==> config.mk <==
export PLATFORM = sky130hd
export DESIGN_NAME = code_lock
export DESIGN_NICKNAME = d
export VERILOG_FILES = /design/src/rtl/lock_pkg.sv /design/src/rtl/lock_key_edge.sv /design/src/rtl/lock_key_decode.sv /design/src/rtl/lock_seq_fsm.sv /design/src/rtl/code_lock.sv
export SDC_FILE = /design/constraint.sdc
export NUM_CORES = 1
export LEC_CHECK = 0
export ABC_AREA = 1
export BUFFER_PORTS_ARGS = -buffer_cell sky130_fd_sc_hd__buf_2
export CORE_MARGIN = 2
export CORE_UTILIZATION = 53
export CTS_BUF_LIST = sky130_fd_sc_hd__clkbuf_16
export CTS_CLUSTER_SIZE = 24
export DETAILED_ROUTE_END_ITERATION = 10
export PLACE_DENSITY = 0.74
export SLEW_MARGIN = 0
export SYNTH_ARGS = -nofsm -noshare
export SYNTH_HDL_FRONTEND = slang
export SYNTH_SLANG_ARGS = --single-unit
==> constraint.sdc <==
create_clock -name clk -period 3.4 [get_ports clk]
set_clock_uncertainty 0.2 [all_clocks]
set_input_delay 0 -clock clk [delete_from_list [all_inputs] [get_ports clk]]
set_output_delay 0 -clock clk [all_outputs]
set_load 0.01 [all_outputs]
==> src/rtl/lock_pkg.sv <==
package lock_pkg;

    localparam int PHASE_W = 3;
    localparam int RES_OPEN  = 0;
    localparam int RES_WRONG = 1;

    typedef enum logic [PHASE_W-1:0] {
        PH_IDLE  = 3'd0,
        PH_MATCH = 3'd1,
        PH_MISS  = 3'd2,
        PH_OPEN  = 3'd3,
        PH_WRONG = 3'd4
    } phase_e;

    function automatic logic is_rest(input phase_e p);
        return (p == PH_IDLE) || (p == PH_OPEN) || (p == PH_WRONG);
    endfunction

endpackage

==> src/rtl/lock_key_edge.sv <==
module lock_key_edge #(
    parameter int NUM_KEYS = 4
) (
    input  logic                clk,
    input  logic                clr_n,
    input  logic [NUM_KEYS-1:0] key_in,
    output logic [NUM_KEYS-1:0] press
);
    logic [NUM_KEYS-1:0] key_q;

    for (genvar i = 0; i < NUM_KEYS; i++) begin : g_key
        // tracks the line even during clear, so a held key is not a press afterwards
        always_ff @(posedge clk) begin
            key_q[i] <= key_in[i];
        end
        assign press[i] = clr_n & key_in[i] & ~key_q[i];
    end
endmodule

==> src/rtl/lock_key_decode.sv <==
module lock_key_decode #(
    parameter int NUM_KEYS = 4,
    parameter int DIGIT_W  = 2
) (
    input  logic [NUM_KEYS-1:0] press,
    output logic                any_press,
    output logic                single,
    output logic [DIGIT_W-1:0]  digit
);
    localparam int CNT_W = $clog2(NUM_KEYS + 1);

    logic [CNT_W-1:0] hits;

    always_comb begin
        hits  = '0;
        digit = '0;
        for (int i = 0; i < NUM_KEYS; i++) begin
            if (press[i]) begin
                hits  = hits + 1'b1;
                digit = digit | DIGIT_W'(i);
            end
        end
        any_press = (hits != '0);
        single    = (hits == CNT_W'(1));
    end
endmodule

==> src/rtl/lock_seq_fsm.sv <==
module lock_seq_fsm
    import lock_pkg::*;
#(
    parameter int                          CODE_LEN = 3,
    parameter int                          DIGIT_W  = 2,
    parameter logic [CODE_LEN*DIGIT_W-1:0] SECRET   = 6'b00_01_11,
    localparam int                         CW       = $clog2(CODE_LEN + 1)
) (
    input  logic               clk,
    input  logic               clr_n,
    input  logic               any_press,
    input  logic               single,
    input  logic [DIGIT_W-1:0] digit,
    output phase_e             phase,
    output logic [CW-1:0]      taken
);
    localparam logic [CW-1:0] LAST = CW'(CODE_LEN);

    phase_e          phase_n;
    logic [CW-1:0]   taken_n;
    logic [CW-1:0]   base;
    logic [CW-1:0]   step;
    logic            ok_so_far;
    logic            hit;

    function automatic logic [DIGIT_W-1:0] want(input logic [CW-1:0] idx);
        logic [DIGIT_W-1:0] d;
        d = '0;
        for (int k = 0; k < CODE_LEN; k++) begin
            if (idx == CW'(k)) d = SECRET[k*DIGIT_W +: DIGIT_W];
        end
        return d;
    endfunction

    always_comb begin
        base      = is_rest(phase) ? '0 : taken;
        ok_so_far = (phase != PH_MISS);
        hit       = single && (digit == want(base));
        step      = base + 1'b1;
        phase_n   = phase;
        taken_n   = taken;
        if (any_press) begin
            if (step == LAST) begin
                phase_n = (ok_so_far && hit) ? PH_OPEN : PH_WRONG;
                taken_n = '0;
            end else begin
                phase_n = (ok_so_far && hit) ? PH_MATCH : PH_MISS;
                taken_n = step;
            end
        end
    end

    always_ff @(posedge clk) begin
        if (!clr_n) begin
            phase <= PH_IDLE;
            taken <= '0;
        end else begin
            phase <= phase_n;
            taken <= taken_n;
        end
    end
endmodule

==> src/rtl/code_lock.sv <==
module code_lock
    import lock_pkg::*;
#(
    parameter int                                        NUM_KEYS = 4,
    parameter int                                        CODE_LEN = 3,
    parameter logic [CODE_LEN*$clog2(NUM_KEYS)-1:0]      SECRET   = 6'b00_01_11,
    localparam int                                       DIGIT_W  = $clog2(NUM_KEYS),
    localparam int                                       CW       = $clog2(CODE_LEN + 1)
) (
    input  logic                    clk,
    input  logic                    clr_n,
    input  logic [NUM_KEYS-1:0]     key_in,
    output logic [1:0]              result,
    output logic [PHASE_W+CW-1:0]   state_dbg
);
    logic [NUM_KEYS-1:0] press_vec;
    logic                any_press;
    logic                single;
    logic [DIGIT_W-1:0]  digit;
    phase_e              phase;
    logic [CW-1:0]       taken;

    lock_key_edge #(.NUM_KEYS(NUM_KEYS)) i_edge (
        .clk    (clk),
        .clr_n  (clr_n),
        .key_in (key_in),
        .press  (press_vec)
    );

    lock_key_decode #(.NUM_KEYS(NUM_KEYS), .DIGIT_W(DIGIT_W)) i_decode (
        .press     (press_vec),
        .any_press (any_press),
        .single    (single),
        .digit     (digit)
    );

    lock_seq_fsm #(.CODE_LEN(CODE_LEN), .DIGIT_W(DIGIT_W), .SECRET(SECRET)) i_fsm (
        .clk       (clk),
        .clr_n     (clr_n),
        .any_press (any_press),
        .single    (single),
        .digit     (digit),
        .phase     (phase),
        .taken     (taken)
    );

    always_comb begin
        result            = '0;
        result[RES_OPEN]  = (phase == PH_OPEN);
        result[RES_WRONG] = (phase == PH_WRONG);
        state_dbg         = {phase, taken};
    end
endmodule

======== Yosys cells after proc, flatten, opt, wreduce, memory -nomap -nowiden ========
Cells that the tools add are included.
storage, ports and cells
  input bits .............................. 6
  output and inout bits ................... 7
  bits in latches ......................... 0
  bits in writable memories ............... 0
  bits in read-only memories .............. 0
  word-level logic and storage cells ...... 52
  memories kept ........................... 0
  bits in registers ....................... 9
operators by class
  multiply operators ...................... 0
  add/sub/neg operators ................... 4
  eq/ne operators ......................... 8
  divide/modulo/power cells ............... 0
  bitwise gates (word level) .............. 12
  muxes and demuxes ....................... 15
  order comparisons ....................... 0
  reductions and logical operators ........ 7
  shift operators ......................... 0
operators by type and width
  cell                                           count
  2-to-1 mux 2 bit                               8
  2-to-1 mux 3 bit                               5
  AND 1 bit                                      8
  adder 3 x 1 -> 3 bit, second input constant    2
  == test 2 bit, second input constant           2
  inverter 1 bit                                 4
  == test 3 x 1 -> 1 bit, second input constant  1
  == test 3 x 2 -> 1 bit, second input constant  1
  == test 3 bit, second input constant           1
  zero test 3 bit                                1
  != test 3 x 2 -> 1 bit, second input constant  1
  nonzero test 3 bit                             1
  adder 1 x 1 -> 2 bit, second input constant    1
  adder 2 x 1 -> 2 bit, second input constant    1
  == test 2 x 1 -> 1 bit, second input constant  1
  == test 2 bit                                  1
  logical AND 1 bit                              2
  zero test 2 bit                                1
  logical OR 1 bit                               2
  2-to-1 mux 1 bit                               2

======== Logic depth before layout (Yosys ltp) ========
  word-level depth ........................ 14
  depth in mapped cells ................... 20

======== Modules after synthesis ========
Synthesis repeated with hierarchy kept, for this count alone.
second synthesis, totals
  cells, all modules ...................... 94
  area total of the unflattened synthesis .. 600.6 sq um
modules (own cells, without submodules)
  module           cells an instance  times used  area each (sq um)
  lock_seq_fsm     42                 1           304.0
  lock_key_decode  35                 1           167.7
  lock_key_edge    12                 1           110.1
  code_lock        5                  1           18.8

======== Worst setup path after synthesis ========
No wires, ideal clock.
  path kind ............................... register -> register
  start point ............................. register i_edge.key_q[0]
  end point ............................... register i_fsm.phase[1]
  clock period less this slack ............ 2.413 ns
  data required time ...................... 3.087 ns
  path buffers ............................ 0
  library setup time ...................... 0.113 ns
  cell stages (with the launch flop) ...... 20
  data arrival time ....................... 2.100 ns
  slack ................................... 0.987 ns
  cell sequence ........................... dfxtp_1 inv_1 nand3_1 inv_1 ha_1 nand4_2 nand2_2 inv_1 ha_1 inv_1 nor2_1 nand2_1 nand2_2 inv_2 nand2_1 nor2_1 nand2_1 ha_1 nor2_1 nor2_1
on the way
  longest elaborated chain between the ends .. 14
RTL lines
  element                                                      RTL line                                RTL
  start, declared                                              lock_key_edge.sv:9                      logic [NUM_KEYS-1:0] key_q;
  start signal, assigned by index                              lock_key_edge.sv:14                     key_q[i] <= key_in[i];
  inverter 1 bit *                                             lock_key_edge.sv:16                     assign press[i] = clr_n & key_in[i] & ~key_q[i];
  AND 1 bit *                                                  lock_key_edge.sv:16
  2-to-1 mux 1 bit *                                           lock_key_decode.sv:18                   if (press[i]) begin
  adder 1 x 1 -> 2 bit                                         lock_key_decode.sv:19                   hits = hits + 1'b1;
  2-to-1 mux 3 bit *                                           lock_key_decode.sv:18
  adder 3 x 1 -> 3 bit                                         lock_key_decode.sv:19
  2-to-1 mux 3 bit *                                           lock_key_decode.sv:18
  adder 3 x 1 -> 3 bit                                         lock_key_decode.sv:19
  2-to-1 mux 3 bit *                                           lock_key_decode.sv:18
  == test 3 x 1 -> 1 bit                                       lock_key_decode.sv:24                   single = (hits == CNT_W'(1));
  logical AND 1 bit                                            lock_seq_fsm.sv:38                      hit = single && (digit == want(base));
  logical AND 1 bit                                            lock_seq_fsm.sv:44, lock_seq_fsm.sv:47
  2-to-1 mux 2 bit / 2-to-1 mux 3 bit (equally long branches)  lock_seq_fsm.sv:47, lock_seq_fsm.sv:44
  2-to-1 mux 3 bit                                             lock_seq_fsm.sv:43                      if (step == LAST) begin
  end signal, assigned                                         lock_seq_fsm.sv:58                      phase <= phase_n;
  end, declared                                                lock_seq_fsm.sv:14                      output phase_e phase,
Mark *: on every way between the ends. The rest lies on a longest branch, timed or not.
A chain may end at the register's enable or synchronous reset.

======== Worst setup path in the final report ========
  start point ............................. input clr_n
  end point ............................... register i_fsm.phase[1]
on the way
  longest elaborated chain between the ends .. 14
RTL lines
  element                                                      RTL line                                RTL
  start, declared                                              code_lock.sv:11                         input logic clr_n,
  AND 1 bit (2 in a row)                                       lock_key_edge.sv:16
  2-to-1 mux 1 bit                                             lock_key_decode.sv:18
  adder 1 x 1 -> 2 bit                                         lock_key_decode.sv:19
  2-to-1 mux 3 bit                                             lock_key_decode.sv:18
  adder 3 x 1 -> 3 bit                                         lock_key_decode.sv:19
  2-to-1 mux 3 bit                                             lock_key_decode.sv:18
  adder 3 x 1 -> 3 bit                                         lock_key_decode.sv:19
  2-to-1 mux 3 bit                                             lock_key_decode.sv:18
  == test 3 x 1 -> 1 bit                                       lock_key_decode.sv:24
  logical AND 1 bit                                            lock_seq_fsm.sv:38
  logical AND 1 bit                                            lock_seq_fsm.sv:44, lock_seq_fsm.sv:47
  2-to-1 mux 2 bit / 2-to-1 mux 3 bit (equally long branches)  lock_seq_fsm.sv:47, lock_seq_fsm.sv:44
  2-to-1 mux 3 bit                                             lock_seq_fsm.sv:43
Several ways; a longest one is shown, not always the timed one.

==> run summary <==
The run finished with clean final reports. The static power due to leakage was 0.536 nW. Subtracting the final worst setup slack from the clock period gives 2.90 ns.

The tools report the floorplan core area as 1280 um2. The worst setup path is of the in2reg kind. For the first-pass GRT wire length, the log shows 2440 um. TritonCTS built the clock tree. Smallest hold slack: 0.213 ns.

The total grt overflow was 0; the floorplan die height was 41.0 um. The number of buffers inserted by post-CTS setup repair was 0. Yosys attributes the largest share of cell area to sky130_fd_sc_hd__dfxtp_1, sky130_fd_sc_hd__nand2_1, sky130_fd_sc_hd__inv_1, sky130_fd_sc_hd__nand3_1, sky130_fd_sc_hd__nor2_1.

VDD sags by at most 381 uV. Synthesis inferred 9 register bits. In this design, the critical path's most frequently occurring cell is sky130_fd_sc_hd__nor2_1. The area added between synthesis and finish was 27.1%; the global-route usage over all layers was 0.232. The maximum number of buffers from clock root to sink came out at 2. After routing, the total negative slack on setup checks comes to 0 ns.

Counting distinct cell types in the post-synthesis netlist gives 19. Dividing the detail-routed via count by the number of cells gives 4.87. The repair_antennas step left the layout with diodes totalling 0. Total CTS buffers: 3. After detailed routing, the average wire length per cell comes to 9.99 um. Data on the critical path arrives at its endpoint at 2.83 ns. The run gives 4 as the detailed-router iteration count before antenna repair. For the pin with the worst max-slew slack, the measured transition is 0.296 ns. During placement, the flow inserted port buffers numbering 12.

STA classifies the critical path startpoint as an input pin. For this block, the via count after detailed routing is 735. The tree is rooted in a sky130_fd_sc_hd__clkbuf_16. The floorplan step defined a die boundary enclosing 1680 um2. The post-synthesis cell type with the largest combined area was sky130_fd_sc_hd__dfxtp_1. The area share of the leading cell type in the synthesized netlist is 0.248.

Setup repair after global routing left no endpoint under its margin. The cell family with the largest share of critical-path delay is simple AND/OR/NAND/NOR gates. The critical path's largest stage delay was 0.52 ns; the highest clock frequency the design can meet was 345 MHz. The logs give 0 for the DRC violations left and 0 for the final number of hold-violating endpoints. The critical-path maximum fanout is 13.

The logs give 3.33 ns for the worst endpoint required time and 0 for the number of antenna violations at the first check in global routing. The tools report the via count of the first global-routing pass as 611. The run gives 0.248 as the share of synthesized area occupied by flip-flops and latches. The library cell contributing the largest single delay on the critical path is sky130_fd_sc_hd__dlygate4sd3_1.

The die span in x is 41.0 um, and the starting utilization of the core area is 0.565. Counting both buffers and inverters, the worst setup path holds a total of 6. The worst setup path is captured at a flop. The CTS clock-pin slew for the worst setup and hold paths was 0.04 ns; the last weighted congestion value of the routability-driven placer was 0.762. The power density over cell area is 457 nW/um2.

The number of instances in the synthesized netlist was 116. The clock insertion delay at the later pin of the skew report was 0.24 ns. Setup violations remaining at the end of the flow were counted as 0. In the layout the commonest cells are sky130_fd_sc_hd__nand2_1, sky130_fd_sc_hd__inv_1, sky130_fd_sc_hd__nor2_1. After the first detailed-routing iteration, the DRC count stood at 12. The tools report the worst slew slack as a fraction of its limit as 0.803. The post-cts gate resize count is 0. The tools report the start of the worst register-to-register path as i_edge.key_q[0]. Entering global routing, the biggest net connects 14 pins.

The tools report the final core area utilization as 0.718. In this run the worst setup path begins at clr_n. For the clock sink count, the log shows 9. The run gives 1 as the number of H-tree branching levels. Most common cell after layout, fill and taps aside: sky130_fd_sc_hd__nand2_1. 13 I/O pins were placed. The startpoint identified for the worst hold timing path is key_in[0]. After floorplanning, the core was divided into 13 placement rows. The fraction of final layout cells sized beyond drive strength 1 is 0.243, and the number of nets produced by synthesis is 125. The number of routed nets with antenna violations was 0; the mean instance size in the synthesized netlist was 6.26 um2. The logs give 1160 um for the HPWL after detailed placement and 1510 um for the total detailed-routing wirelength. Traced cell by cell, the critical path runs through dlygate4sd3_1 -> buf_2 -> nand3_1 -> inv_1 -> ha_1 -> nand4_2 -> nand2_2 -> inv_1 -> ha_1 -> inv_1 -> nor2_1 -> nand2_1 -> nand2_2 -> inv_2 -> nand2_1 -> nor2_1 -> nand2_1 -> ha_1 -> nor2_1 -> nor2_1.

For this run, the post-layout net count is 146. Max-cap violations in this run came to 0. The run gives 0 as the final count of pins violating max slew.

The worst hold path belongs to the class in2reg. The final clock period utilization by the worst path is 0.853, and the total of warnings raised by yosys is 0. The cell area after technology mapping came out at 726 um2.
per-layer routing:
layer,up-vias,track usage,part of all wire
met5,-,0,0
met4,0,0.125,0.020
met3,5,0.0652,0.040
met2,12,0.363,0.45
met1,322,0.283,0.49
li1,396,-,-
per-stage QoR:
stage | cell area, um2 | setup slack, ns | instances | power (W)
floorplan | 726 | 0.987 | 116 | 0.000188
global placement | 793 | 0.851 | 142 | 0.000208
detailed placement | 793 | 0.747 | 142 | 0.000210
CTS | 922 | 0.497 | 151 | 0.000426
global route | 922 | 0.250 | 151 | 0.000442
finish | 922 | 0.498 | 151 | 0.000422
cell usage after synthesis:
cell,instances
sky130_fd_sc_hd__a21oi_2,1
sky130_fd_sc_hd__nand3_2,1
sky130_fd_sc_hd__buf_6,1
sky130_fd_sc_hd__nand4_2,1
sky130_fd_sc_hd__nand3_4,1
sky130_fd_sc_hd__nand3_1,13
sky130_fd_sc_hd__inv_1,19
sky130_fd_sc_hd__o211ai_1,1
sky130_fd_sc_hd__inv_2,1
sky130_fd_sc_hd__nand2_1,36
sky130_fd_sc_hd__nor2_1,16
sky130_fd_sc_hd__nor2_4,1
sky130_fd_sc_hd__ha_1,3
sky130_fd_sc_hd__or2_2,2
sky130_fd_sc_hd__dfxtp_1,9
sky130_fd_sc_hd__nand2_4,1
sky130_fd_sc_hd__nor2_2,2
sky130_fd_sc_hd__nand2_2,6
sky130_fd_sc_hd__nor2_8,1
worst paths after layout:
kind                endpoint  slack, ns  cells after the start
min reg2reg   i_fsm.taken[1]       0.33                      2
max reg2reg   i_fsm.phase[1]       0.74                     19
min          i_edge.key_q[0]       0.21                      2
max           i_fsm.phase[1]       0.50                     20
logic make-up (layout without fill, tap and decap cells):
family / after synthesis / count (layout) / share of synthesized area
AO/OA/AOI/OAI: 2 / 2 / 0.0224
buffers and inverters: 21 / 41 / 0.119
flip-flops: 9 / 9 / 0.248
adder cells (fa/ha/maj): 3 / 3 / 0.0517
AND/OR/NAND/NOR: 81 / 81 / 0.559
state kept, by name (all words and copies together), names as in the netlist:
name / flops
i_edge.key_q: 4
i_fsm.taken: 2
i_fsm.phase: 3
cell type report:
type | count | area [um2]
fillers | 119 | 363
repair buffers | 17 | 110
clock inverters | 1 | 3.75
clock buffers | 3 | 75.1
multi-input cells | 86 | 459
flip-flops and latches | 9 | 180
well taps | 15 | 18.8
inverters | 20 | 75.1
power by group:
group	total (W)	internal (W)	switching, W
Combinational	0.0000903	0.0000362	0.0000541
Clock	0.000209	0.000154	0.0000548
Sequential	0.000122	0.000115	0.00000742
Total	0.000422	0.000305	0.000116
what timing repair did:
action	4_1_cts	5_1_grt
hold buffers	5	0
endpoints found under the setup margin	0	0
hold endpoints to repair	9	0
Note: power is estimated with default switching activity, not from simulation.
